--- src/rtl/snpc_pkg.sv ---
// Shared types for the snoop coherence unit.
package snpc_pkg;
    typedef enum logic [1:0] {
        LS_INV = 2'b00,
        LS_SHR = 2'b01,
        LS_MOD = 2'b10
    } line_st_e;

    typedef enum logic {
        SF_IDLE  = 1'b0,
        SF_WBACK = 1'b1
    } snp_fsm_e;
endpackage

--- src/rtl/coh_tag_array.sv ---
// Direct-mapped tag/state/data store with two combinational lookup ports.
// Assumes: write sources in one cycle apply in the order fill, local write,
// snoop update, so a snoop update to a set wins over the others.
module coh_tag_array
    import snpc_pkg::*;
#(
    parameter int SETS   = 8,
    parameter int TAG_W  = 7,
    parameter int LINE_W = 32,
    localparam int IDX_W = $clog2(SETS)
) (
    input  logic              clk,
    input  logic              rst_n,
    input  logic [IDX_W-1:0]  ra_idx,
    output line_st_e          ra_st,
    output logic [TAG_W-1:0]  ra_tag,
    output logic [LINE_W-1:0] ra_data,
    input  logic [IDX_W-1:0]  rb_idx,
    output line_st_e          rb_st,
    output logic [TAG_W-1:0]  rb_tag,
    output logic [LINE_W-1:0] rb_data,
    input  logic              fill_en,
    input  logic [IDX_W-1:0]  fill_idx,
    input  logic [TAG_W-1:0]  fill_tag,
    input  logic [LINE_W-1:0] fill_data,
    input  logic              lw_en,
    input  logic [IDX_W-1:0]  lw_idx,
    input  logic [LINE_W-1:0] lw_data,
    input  logic              su_en,
    input  logic [IDX_W-1:0]  su_idx,
    input  line_st_e          su_st
);
    line_st_e          st_v   [SETS];
    logic [TAG_W-1:0]  tag_v  [SETS];
    logic [LINE_W-1:0] data_v [SETS];

    for (genvar s = 0; s < SETS; s++) begin : g_set
        line_st_e          st_r;
        logic [TAG_W-1:0]  tag_r;
        logic [LINE_W-1:0] data_r;

        // Per-set storage update with fixed write-source ordering.
        always_ff @(posedge clk) begin
            if (!rst_n) begin
                st_r   <= LS_INV;
                tag_r  <= '0;
                data_r <= '0;
            end else begin
                if (fill_en && fill_idx == IDX_W'(s)) begin
                    st_r   <= LS_SHR;
                    tag_r  <= fill_tag;
                    data_r <= fill_data;
                end
                if (lw_en && lw_idx == IDX_W'(s)) begin
                    st_r   <= LS_MOD;
                    data_r <= lw_data;
                end
                if (su_en && su_idx == IDX_W'(s)) begin
                    st_r <= su_st;
                end
            end
        end

        assign st_v[s]   = st_r;
        assign tag_v[s]  = tag_r;
        assign data_v[s] = data_r;
    end

    // Lookup port A (snoop side).
    always_comb begin
        ra_st   = st_v[ra_idx];
        ra_tag  = tag_v[ra_idx];
        ra_data = data_v[ra_idx];
    end

    // Lookup port B (local side).
    always_comb begin
        rb_st   = st_v[rb_idx];
        rb_tag  = tag_v[rb_idx];
        rb_data = data_v[rb_idx];
    end

    // the local write and the snoop update never land on one set together.
    a_r10_no_set_collision: assert property (@(posedge clk) disable iff (!rst_n)
        !(su_en && lw_en && su_idx == lw_idx));
endmodule

--- src/rtl/coh_snoop_ctl.sv ---
// Snoop side: accepts a snoop when idle, reports hit and hit-modified one
// cycle later, picks the next line state, and holds an implicit writeback
// of a Modified line until the requester takes it.
// Assumes: the lookup inputs belong to snp_addr's set in the same cycle.
module coh_snoop_ctl
    import snpc_pkg::*;
#(
    parameter int LADDR_W = 10,
    parameter int TAG_W   = 7,
    parameter int LINE_W  = 32
) (
    input  logic               clk,
    input  logic               rst_n,
    input  logic               snp_valid,
    input  logic [LADDR_W-1:0] snp_addr,
    input  logic               snp_wr,
    input  line_st_e           look_st,
    input  logic [TAG_W-1:0]   look_tag,
    input  logic [LINE_W-1:0]  look_data,
    input  logic               wb_ready,
    output logic               snp_ready,
    output logic               snp_acc,
    output logic               snp_hit,
    output logic               snp_hitm,
    output logic               wb_valid,
    output logic [LADDR_W-1:0] wb_addr,
    output logic [LINE_W-1:0]  wb_data,
    output logic               su_en,
    output line_st_e           su_st
);
    snp_fsm_e fsm_q;
    logic     hit_now, dirty_now;

    assign snp_ready = (fsm_q == SF_IDLE);
    assign snp_acc   = snp_valid && snp_ready;
    assign wb_valid  = (fsm_q == SF_WBACK);

    // Tag compare for the presented snoop.
    always_comb begin
        hit_now   = snp_acc && (look_st != LS_INV)
                    && (look_tag == snp_addr[LADDR_W-1 -: TAG_W]);
        dirty_now = hit_now && (look_st == LS_MOD);
    end

    // Next line state: write intent drops the copy, a read of a dirty line cleans it.
    always_comb begin
        su_en = hit_now && (snp_wr || dirty_now);
        su_st = snp_wr ? LS_INV : LS_SHR;
    end

    // Hit flags, writeback buffer and idle/writeback sequencing.
    always_ff @(posedge clk) begin
        if (!rst_n) begin
            fsm_q    <= SF_IDLE;
            snp_hit  <= 1'b0;
            snp_hitm <= 1'b0;
            wb_addr  <= '0;
            wb_data  <= '0;
        end else begin
            snp_hit  <= hit_now;
            snp_hitm <= dirty_now;
            if (dirty_now) begin
                fsm_q   <= SF_WBACK;
                wb_addr <= snp_addr;
                wb_data <= look_data;
            end else if (fsm_q == SF_WBACK && wb_ready) begin
                fsm_q <= SF_IDLE;
            end
        end
    end

    // hit-modified never appears without hit.
    a_r5_hitm_has_hit: assert property (@(posedge clk) disable iff (!rst_n)
        snp_hitm |-> snp_hit);
    // the writeback is offered together with hit-modified.
    a_r6_wb_with_hitm: assert property (@(posedge clk) disable iff (!rst_n)
        snp_hitm |-> wb_valid);
    // a stalled writeback keeps its address and data.
    a_r6_wb_hold: assert property (@(posedge clk) disable iff (!rst_n)
        (wb_valid && !wb_ready) |=> (wb_valid && $stable(wb_data) && $stable(wb_addr)));
    // no snoop is taken while a writeback is pending.
    a_r7_no_accept_in_wb: assert property (@(posedge clk) disable iff (!rst_n)
        wb_valid |-> !snp_acc);
endmodule

--- src/rtl/coh_local_port.sv ---
// Local processor port: looks up a read or write, refuses it when a snoop
// is accepted to the same set in that cycle, writes hit data into the
// array, and returns a registered result one cycle later.
// Assumes: the lookup inputs belong to lcl_addr's set in the same cycle.
module coh_local_port
    import snpc_pkg::*;
#(
    parameter int LADDR_W = 10,
    parameter int TAG_W   = 7,
    parameter int IDX_W   = 3,
    parameter int LINE_W  = 32
) (
    input  logic               clk,
    input  logic               rst_n,
    input  logic               lcl_valid,
    input  logic               lcl_wr,
    input  logic [LADDR_W-1:0] lcl_addr,
    input  logic [LINE_W-1:0]  lcl_wdata,
    input  logic               snp_acc,
    input  logic [IDX_W-1:0]   snp_idx,
    input  line_st_e           look_st,
    input  logic [TAG_W-1:0]   look_tag,
    input  logic [LINE_W-1:0]  look_data,
    output logic               lcl_ready,
    output logic               lcl_done,
    output logic               lcl_hit,
    output logic [LINE_W-1:0]  lcl_rdata,
    output logic               lw_en,
    output logic [LINE_W-1:0]  lw_data
);
    logic acc, hit_now;

    // Conflict rule: a snoop to the same set goes first.
    always_comb begin
        lcl_ready = !(snp_acc && snp_idx == lcl_addr[IDX_W-1:0]);
        acc       = lcl_valid && lcl_ready;
        hit_now   = acc && (look_st != LS_INV)
                    && (look_tag == lcl_addr[LADDR_W-1 -: TAG_W]);
        lw_en     = hit_now && lcl_wr;
        lw_data   = lcl_wdata;
    end

    // Registered result of the accepted access.
    always_ff @(posedge clk) begin
        if (!rst_n) begin
            lcl_done  <= 1'b0;
            lcl_hit   <= 1'b0;
            lcl_rdata <= '0;
        end else begin
            lcl_done  <= acc;
            lcl_hit   <= hit_now;
            lcl_rdata <= (hit_now && !lcl_wr) ? look_data : '0;
        end
    end

    // a result follows only an accepted request.
    a_r11_done_follows_accept: assert property (@(posedge clk) disable iff (!rst_n)
        lcl_done |-> $past(lcl_valid && lcl_ready));
    // a hit is only reported with a result.
    a_r11_hit_with_done: assert property (@(posedge clk) disable iff (!rst_n)
        lcl_hit |-> lcl_done);
endmodule

--- src/rtl/snoop_coh_ctrl.sv ---
// Top of the snoop coherence unit: splits addresses into set and tag,
// connects the snoop controller and local port to the shared array.
// Assumes: line addresses are LADDR_W bits; the low IDX_W bits select the set.
module snoop_coh_ctrl
    import snpc_pkg::*;
#(
    parameter int LADDR_W = 10,
    parameter int SETS    = 8,
    parameter int LINE_W  = 32
) (
    input  logic               clk,
    input  logic               rst_n,
    input  logic               snp_valid,
    input  logic [LADDR_W-1:0] snp_addr,
    input  logic               snp_wr,
    output logic               snp_ready,
    output logic               snp_hit,
    output logic               snp_hitm,
    output logic               wb_valid,
    input  logic               wb_ready,
    output logic [LADDR_W-1:0] wb_addr,
    output logic [LINE_W-1:0]  wb_data,
    input  logic               lcl_valid,
    input  logic               lcl_wr,
    input  logic [LADDR_W-1:0] lcl_addr,
    input  logic [LINE_W-1:0]  lcl_wdata,
    output logic               lcl_ready,
    output logic               lcl_done,
    output logic               lcl_hit,
    output logic [LINE_W-1:0]  lcl_rdata,
    input  logic               fill_valid,
    input  logic [LADDR_W-1:0] fill_addr,
    input  logic [LINE_W-1:0]  fill_data
);
    localparam int IDX_W = $clog2(SETS);
    localparam int TAG_W = LADDR_W - IDX_W;

    line_st_e          s_st, l_st, su_st;
    logic [TAG_W-1:0]  s_tag, l_tag;
    logic [LINE_W-1:0] s_data, l_data, lw_data;
    logic              snp_acc, su_en, lw_en;

    coh_tag_array #(.SETS(SETS), .TAG_W(TAG_W), .LINE_W(LINE_W)) u_array (
        .clk(clk), .rst_n(rst_n),
        .ra_idx(snp_addr[IDX_W-1:0]), .ra_st(s_st), .ra_tag(s_tag), .ra_data(s_data),
        .rb_idx(lcl_addr[IDX_W-1:0]), .rb_st(l_st), .rb_tag(l_tag), .rb_data(l_data),
        .fill_en(fill_valid), .fill_idx(fill_addr[IDX_W-1:0]),
        .fill_tag(fill_addr[LADDR_W-1 -: TAG_W]), .fill_data(fill_data),
        .lw_en(lw_en), .lw_idx(lcl_addr[IDX_W-1:0]), .lw_data(lw_data),
        .su_en(su_en), .su_idx(snp_addr[IDX_W-1:0]), .su_st(su_st)
    );

    coh_snoop_ctl #(.LADDR_W(LADDR_W), .TAG_W(TAG_W), .LINE_W(LINE_W)) u_snoop (
        .clk(clk), .rst_n(rst_n),
        .snp_valid(snp_valid), .snp_addr(snp_addr), .snp_wr(snp_wr),
        .look_st(s_st), .look_tag(s_tag), .look_data(s_data),
        .wb_ready(wb_ready), .snp_ready(snp_ready), .snp_acc(snp_acc),
        .snp_hit(snp_hit), .snp_hitm(snp_hitm),
        .wb_valid(wb_valid), .wb_addr(wb_addr), .wb_data(wb_data),
        .su_en(su_en), .su_st(su_st)
    );

    coh_local_port #(.LADDR_W(LADDR_W), .TAG_W(TAG_W), .IDX_W(IDX_W), .LINE_W(LINE_W)) u_local (
        .clk(clk), .rst_n(rst_n),
        .lcl_valid(lcl_valid), .lcl_wr(lcl_wr), .lcl_addr(lcl_addr), .lcl_wdata(lcl_wdata),
        .snp_acc(snp_acc), .snp_idx(snp_addr[IDX_W-1:0]),
        .look_st(l_st), .look_tag(l_tag), .look_data(l_data),
        .lcl_ready(lcl_ready), .lcl_done(lcl_done), .lcl_hit(lcl_hit), .lcl_rdata(lcl_rdata),
        .lw_en(lw_en), .lw_data(lw_data)
    );
endmodule

--- config.mk ---
export PLATFORM = sky130hd
export DESIGN_NAME = snoop_coh_ctrl
export DESIGN_NICKNAME = d
export VERILOG_FILES = /design/src/rtl/snpc_pkg.sv /design/src/rtl/coh_tag_array.sv /design/src/rtl/coh_snoop_ctl.sv /design/src/rtl/coh_local_port.sv /design/src/rtl/snoop_coh_ctrl.sv
export SDC_FILE = /design/constraint.sdc
export NUM_CORES = 1
export LEC_CHECK = 0
export ABC_CLOCK_PERIOD_IN_PS = 3800
export BUFFER_PORTS_ARGS = -buffer_cell sky130_fd_sc_hd__buf_2
export CORE_UTILIZATION = 23
export CTS_CLUSTER_SIZE = 8
export DETAILED_ROUTE_END_ITERATION = 7
export PLACE_DENSITY = 0.43
export SLEW_MARGIN = 10
export SYNTH_ARGS = -nofsm -noshare
export SYNTH_HDL_FRONTEND = slang
export SYNTH_SLANG_ARGS = --single-unit
--- constraint.sdc ---
create_clock -name clk -period 3.8 [get_ports clk]
set_clock_uncertainty 0.15 [all_clocks]
set_input_delay 0.19 -clock clk [delete_from_list [all_inputs] [get_ports clk]]
set_output_delay 0.19 -clock clk [all_outputs]
set_load 0.01 [all_outputs]
==> out/qor.txt, run 1 <==
Synth area leader: dfxtp_1
Num CTS Buffers: 57
status: finished clean
Rel. slew slack: 28.6%
vias in the first global route: 18,013
Worst VDD drop: 0.340 mV
Worst-Margin Slew: 1.07 ns
CTS root buffer: clkbuf_16
Post-synth ARST share: 0%
routed via count: 18,329
Top FF cell, synth: dfxtp_1
Hold Startpoint: lcl_addr[8]
Port Buffers: 182
Crit Path Max Fanout: 32
Starting Density: 23.2%
Hold Crit Class: in -> reg
# DRC: 0
RSZ-0062 raised after global routing: false
Synth Instances: 2,205
pwr/cell area: 383 nW/um2
max-cap violations: 0
CTS tree: done
gr ovfl total: 0
DRT Pass-1 Iters: 5
WP data required: 4.21 ns
Chip Width: 309 um
Clk pin slew, worst setup/hold paths: 0.05 ns
syn nets: 2,307
final setup fails: 0
die area: 95,600 um2
largest net degree at the start of global routing: 112
first-pass GRT wire length: 121,000 um
cells on worst reg2reg path: 10
synthesized area: 21,700 um2
initial antenna violation count: 8
Register-to-Register Setup Slack: 0.26 ns
WL/cell: 22.9 um
H-tree depth: 2
minimum clock period after layout: 3.54 ns
Min-Delay Path Depth: 5
Cell variety after synth: 52
kind of critical path: reg -> reg
crit path from: u_array.g_set[7].tag_r[2]
I/O pin count: 183
sequential area share after synthesis: 37.5%
count of final max-slew check failures: 0
clk buf depth: 3
synth-to-layout area growth: 21.7%
Leakage: 9.43 nW
Total GRT Usage: 17.0%
Nets: 2,455
top post-synthesis cells by area: dfxtp_1 (38%), mux2i_1 (17%), mux4_2 (14%)
Crit path arrival time: 3.95 ns
share of cells above drive strength 1: 19.6%
Cell Rows: 112
Core Area: 93,500 um2
max frequency: 283 MHz
total negative slack: 0 ns
cell with the most instances after synthesis: dfxtp_1
Synth Register Bits: 407
DRT iter0 DRCs: 1,439
clk_lat worst skew: 0.63 ns
vias per inst: 5.07
CP Capture Type: register
Synth Warn #: 0
startpoint types: register
final wirelength: 82,900 um
top-area cell type share of the netlist area: 37.5%
total design power: 10.1 mW
Num Clock Sinks: 407
# resized after CTS: 0
Die Height: 309 um
syn avg cell area: 9.85 um2
Synth top cells by count: dfxtp_1 (407), mux2i_1 (366), nor2_1 (356)
GPL Wtd Cong: 0.803
CTS Hold Bufs: 119
endpoints failing hold: 0
# fillers: 9,809
detailed placement HPWL: 50,500 um
DRT antenna net count: 0
crit share post-route: 93.1%
post-CTS setup repair buffer count: 0
number of enable flip-flop cells after synthesis: 0
R2R Path Start: u_array.g_set[7].tag_r[2]
## layout make-up
class                           count  area (um2)  area share, %
Multi-Input combinational cell   1513       12300           46.6
Inverter                           13        56.3          0.213
Sequential cell                   407        8150           30.8
Antenna cell                        3        7.51         0.0284
Timing Repair Buffer              361        2800           10.6
Clock inverter                      3        43.8          0.166
Clock buffer                       63        1480           5.60
Tap cell                         1254        1570           5.94
## registers in the layout, summed over array words and instances, names as in the netlist
register / flops
u_snoop.wb_addr: 10
u_local.lcl_hit: 1
u_local.lcl_done: 1
u_snoop.wb_valid: 1
u_snoop.snp_hitm: 1
u_snoop.snp_hit: 1
u_array.g_set.tag_r: 56
u_array.g_set.st_r: 16
u_array.g_set.data_r: 256
u_local.lcl_rdata: 32
u_snoop.wb_data: 32
## worst paths after layout
kind	endpoint
min reg2reg	u_array.g_set[6].tag_r[0]
max reg2reg	u_array.g_set[0].data_r[18]
max	u_array.g_set[0].data_r[18]
min	u_local.lcl_hit
## where the power goes
part	switching (mW)	leakage (nW)	total [mW]	internal [mW]
combinational	0.616	5.39	1.04	0.425
sequential	0.0556	3.29	4.40	4.35
clock	1.98	0.747	4.68	2.70
total	2.65	9.43	10.1	7.47
## logic make-up after synthesis
kind of cell,after synthesis,share of synthesized area (%)
flip-flops,407,37.5
buffers and inverters,285,5.97
multiplexers,507,31.2
XOR/XNOR,15,0.605
AND/OR/NAND/NOR,567,10.7
AO/OA/AOI/OAI,424,14.0
## metal layers
metal	share of wire, %	wire length (um)	global-route usage [%]	vias to the layer above
li1	-	-	-	8393
met1	46	37700	23.2	9143
met2	45	37700	27.3	646
met3	6.3	5260	2.92	137
met4	2.6	2170	5.17	10
met5	0.070	58	0	-
## layout by cell type (no fill, tap or decap), types with 10 or more instances in the layout
master / count
a21oi_1: 74
buf_2: 177
clkbuf_16: 58
buf_4: 46
nand4_1: 10
dlygate4sd3_1: 119
a211oi_1: 293
dfxtp_1: 407
nor2_1: 351
nor2b_1: 13
mux4_2: 136
mux2i_1: 366
buf_12: 19
inv_1: 12
nand2_1: 140
## critical path, stage by stage, from the launching register on
cell	delay, ns
dfxtp_1	0.33
mux4_2	0.48
mux2i_1	0.20
xor2_1	0.23
nand3_1	0.16
nor4_4	0.32
buf_4	0.24
nand4_1	0.25
buf_12	0.28
a211oi_1	0.24
dlygate4sd3_1	0.58
## per-stage QoR
step / setup WS, ns / cells / utilization (%) / area (um2) / hold slack, ns
finish: 0.263 / 3617 / 28.3 / 26400 / 0.0491
global route: 0.0872 / 3615 / 28.3 / 26400 / 0.0548
CTS: 0.279 / 3614 / 28.3 / 26400 / 0.00322
detailed placement: 0.260 / 3429 / 25.4 / 23700 / 0.299
global placement: 0.265 / 3429 / 25.4 / 23700 / 0.281
floorplan: 1.01 / 2205 / - / 21700 / 0.165
No activity file was read; power rests on OpenSTA's default activity.
==> inputs of run 2 (changes only) <==
Settings changed: CORE_UTILIZATION 23 to 27, PLACE_DENSITY 0.43 to 0.47.
==> out/qor.txt, run 2 (synthesis results as in run 1) <==
status: finished clean
Core Area: 79,300 um2 (-15%)
CP endpoint: u_array.g_set[6].data_r[13]
WL/cell: 23.2 um (+1.3%)
detailed placement HPWL: 48,500 um (-4.0%)
total negative slack: 0 ns (unchanged)
most frequent cells in the layout: dfxtp_1 (407), mux2i_1 (366), nor2_1 (351)
final setup fails: 0 (unchanged)
Die Height: 286 um (-7.7%)
count of final max-slew check failures: 0 (unchanged)
clk_lat worst skew: 0.62 ns (about the same)
vias per inst: 5.35 (+5.5%)
CP Depth: 11 (+1)
crit share post-route: 95.4% (+2.3 points)
Total GRT Usage: 19.1% (+2.1 points)
H-tree depth: 2 (unchanged)
Crit path buffers/inverters: 3 (unchanged)
minimum clock period after layout: 3.62 ns (+0.0873 ns)
R2R Path Start: u_array.g_set[3].tag_r[2]
RR Endpoint: u_array.g_set[6].data_r[13]
max reg flops: 256 (unchanged)
crit path from: u_array.g_set[3].tag_r[2]
I/O pin count: 183 (unchanged)
endpoints failing hold: 0 (unchanged)
Placed Area: 23,400 um2 (-1.5%)
Top reg by flops: u_array.g_set.data_r
Cell Int Power: 7.47 mW (about the same)
Final Core Density: 32.9% (+4.6 points)
first-pass GRT wire length: 119,000 um (-1.9%)
CP max-delay cell: dlygate4sd3_1
Worst VDD drop: 0.353 mV (+3.7%)
WP data required: 4.13 ns (-0.08 ns)
Nets: 2,454 (-0.041%)
CTS root buffer: clkbuf_16
CP delay by family, top: buffers and inverters
DRT iter0 DRCs: 1,383 (-3.9%)
Crit path arrival time: 3.95 ns (about the same)
Port Buffers: 182 (unchanged)
largest net degree at the start of global routing: 120 (+7.1%)
CP cell instances: mux4_2 -> mux2i_1 -> xor2_1 -> nand3_1 -> nor4_4 -> buf_4 -> nand4_1 -> buf_4 -> nor2_1 -> a211oi_1 -> dlygate4sd3_1
Crit Path Max Fanout: 28 (-13%)
# DRC: 0 (unchanged)
max-cap violations: 0 (unchanged)
max incr delay on CP: 0.60 ns (+0.02 ns)
biggest regs: u_array.g_set.data_r (256), u_array.g_set.tag_r (56)
most frequent cell on the critical path: buf_4
clk buf depth: 3 (unchanged)
Net Sw Power: 2.59 mW (-2.5%)
Hold Crit Class: in -> reg
Worst-Margin Slew: 0.843 ns (-0.229 ns)
Clk pin slew, worst setup/hold paths: 0.05 ns (about the same)
gr ovfl total: 0 (unchanged)
CTS tree: done
share of cells above drive strength 1: 19.6% (about the same)
cells on worst reg2reg path: 11 (+1)
Flop pwr share: 43.8% (+0.3 points)
post-CTS setup repair buffer count: 0 (unchanged)
Register-to-Register Setup Slack: 0.18 ns (-0.09 ns)
DRT Pass-1 Iters: 7 (+2)
routed via count: 18,251 (-0.43%)
synth-to-layout area growth: 20.1%
pwr/cell area: 386 nW/um2 (+0.67%)
post-route design area: 26,100 um2 (-1.3%)
DRT antenna net count: 0 (unchanged)
Net Sw Frac: 25.7% (-0.47 points)
Num Clock Sinks: 407 (unchanged)
Comb pwr share: 10.1% (-0.2 points)
die area: 81,600 um2 (-15%)
vias in the first global route: 18,339 (+1.8%)
commonest non-fill, non-tap cell in the layout: dfxtp_1
Clk pwr share: 46.1% (about the same)
kind of critical path: reg -> reg
initial antenna violation count: 8 (unchanged)
final wirelength: 79,300 um (-4.4%)
Leakage: 9.37 nW (-0.59%)
Num CTS Buffers: 57 (unchanged)
CP Capture Type: register
startpoint types: register
RSZ-0062 raised after global routing: false
Starting Density: 27.4% (+4.2 points)
Rel. slew slack: 43.8% (+15 points)
max frequency: 276 MHz (-2.4%)
GPL Wtd Cong: 0.823 (+2.5%)
Chip Width: 286 um (-7.7%)
Cell Rows: 103 (-8.0%)
-- run 2: cell types whose count changed in the layout (fill, tap and decap cells not counted) --
| cell | previous run | this run |
|---|---|---|
| buf_2 | 177 | 176 |
| diode_2 | 3 | 4 |
| buf_4 | 46 | 54 |
| buf_6 | 0 | 1 |
| buf_12 | 19 | 11 |
| dlygate4sd3_1 | 119 | 118 |
-- run 2: final cells by class --
cell class	count	area, um2
Antenna cell	4	10.0
Tap cell	1050	1310
Fill cell	8093	53200
Multi-Input combinational cell	1513	12300
Clock buffer	63	1480
Timing Repair Buffer	360	2700
Clock inverter	3	43.8
Sequential cell	407	8150
Inverter	13	56.3
-- run 2: worst min path at each step --
stage          slack [ns]                       from                        end  cells past startpoint
2_1_floorplan        0.17                      rst_n   u_array.g_set[2].st_r[0]                      2
3_5_place_dp         0.31  u_array.g_set[1].tag_r[4]  u_array.g_set[1].tag_r[4]                      2
6_report             0.02                     lcl_wr      u_local.lcl_rdata[31]                      3
3_3_place_gp         0.30  u_array.g_set[1].tag_r[4]  u_array.g_set[1].tag_r[4]                      2
5_1_grt              0.04                     lcl_wr      u_local.lcl_rdata[13]                      3
4_1_cts              0.01                snp_addr[2]   u_array.g_set[4].st_r[0]                      3
-- run 2: per-stage QoR --
| step | total power [mW] | setup slack, ns | hold WS [ns] | cells |
|---|---|---|---|---|
| floorplan | 5.13 | 1.01 | 0.165 | 2205 |
| global placement | 5.40 | 0.351 | 0.304 | 3225 |
| detailed placement | 5.42 | 0.326 | 0.313 | 3225 |
| CTS | 10.2 | 0.223 | 0.00963 | 3409 |
| global route | 10.4 | 0.0154 | 0.0376 | 3413 |
| finish | 10.1 | 0.175 | 0.0207 | 3413 |
-- run 2: per-layer routing --
| metal | up-vias | share of wire, % | global-route usage (%) |
|---|---|---|---|
| li1 | 8365 | - | - |
| met1 | 9113 | 45 | 26.1 |
| met2 | 646 | 47 | 31.2 |
| met3 | 121 | 6.3 | 3.17 |
| met4 | 6 | 2.0 | 5.00 |
| met5 | - | 0.049 | 0 |
-- run 2: worst reg2reg max path, cell delays in order, from the launching register on --
cell           delay (ns)
dfxtp_1              0.34
mux4_2               0.49
mux2i_1              0.18
xor2_1               0.21
nand3_1              0.15
nor4_4               0.31
buf_4                0.23
nand4_1              0.27
buf_4                0.37
nor2_1               0.14
a211oi_1             0.05
dlygate4sd3_1        0.60
-- run 2: what timing repair did --
action / 4_1_cts / 5_1_grt
gates resized for setup: 0 / 0
hold buffers: 118 / 0
hold endpoints to repair: 334 / 0
-- run 2: power groups by stage --
stage | registers, mW | clock network (mW) | logic (mW)
finish | 4.41 | 4.63 | 1.02
CTS | 4.40 | 4.75 | 1.02
detailed placement | 4.49 | 0 | 0.929
global placement | 4.49 | 0 | 0.918
floorplan | 4.47 | 0 | 0.661
global route | 4.41 | 4.91 | 1.09
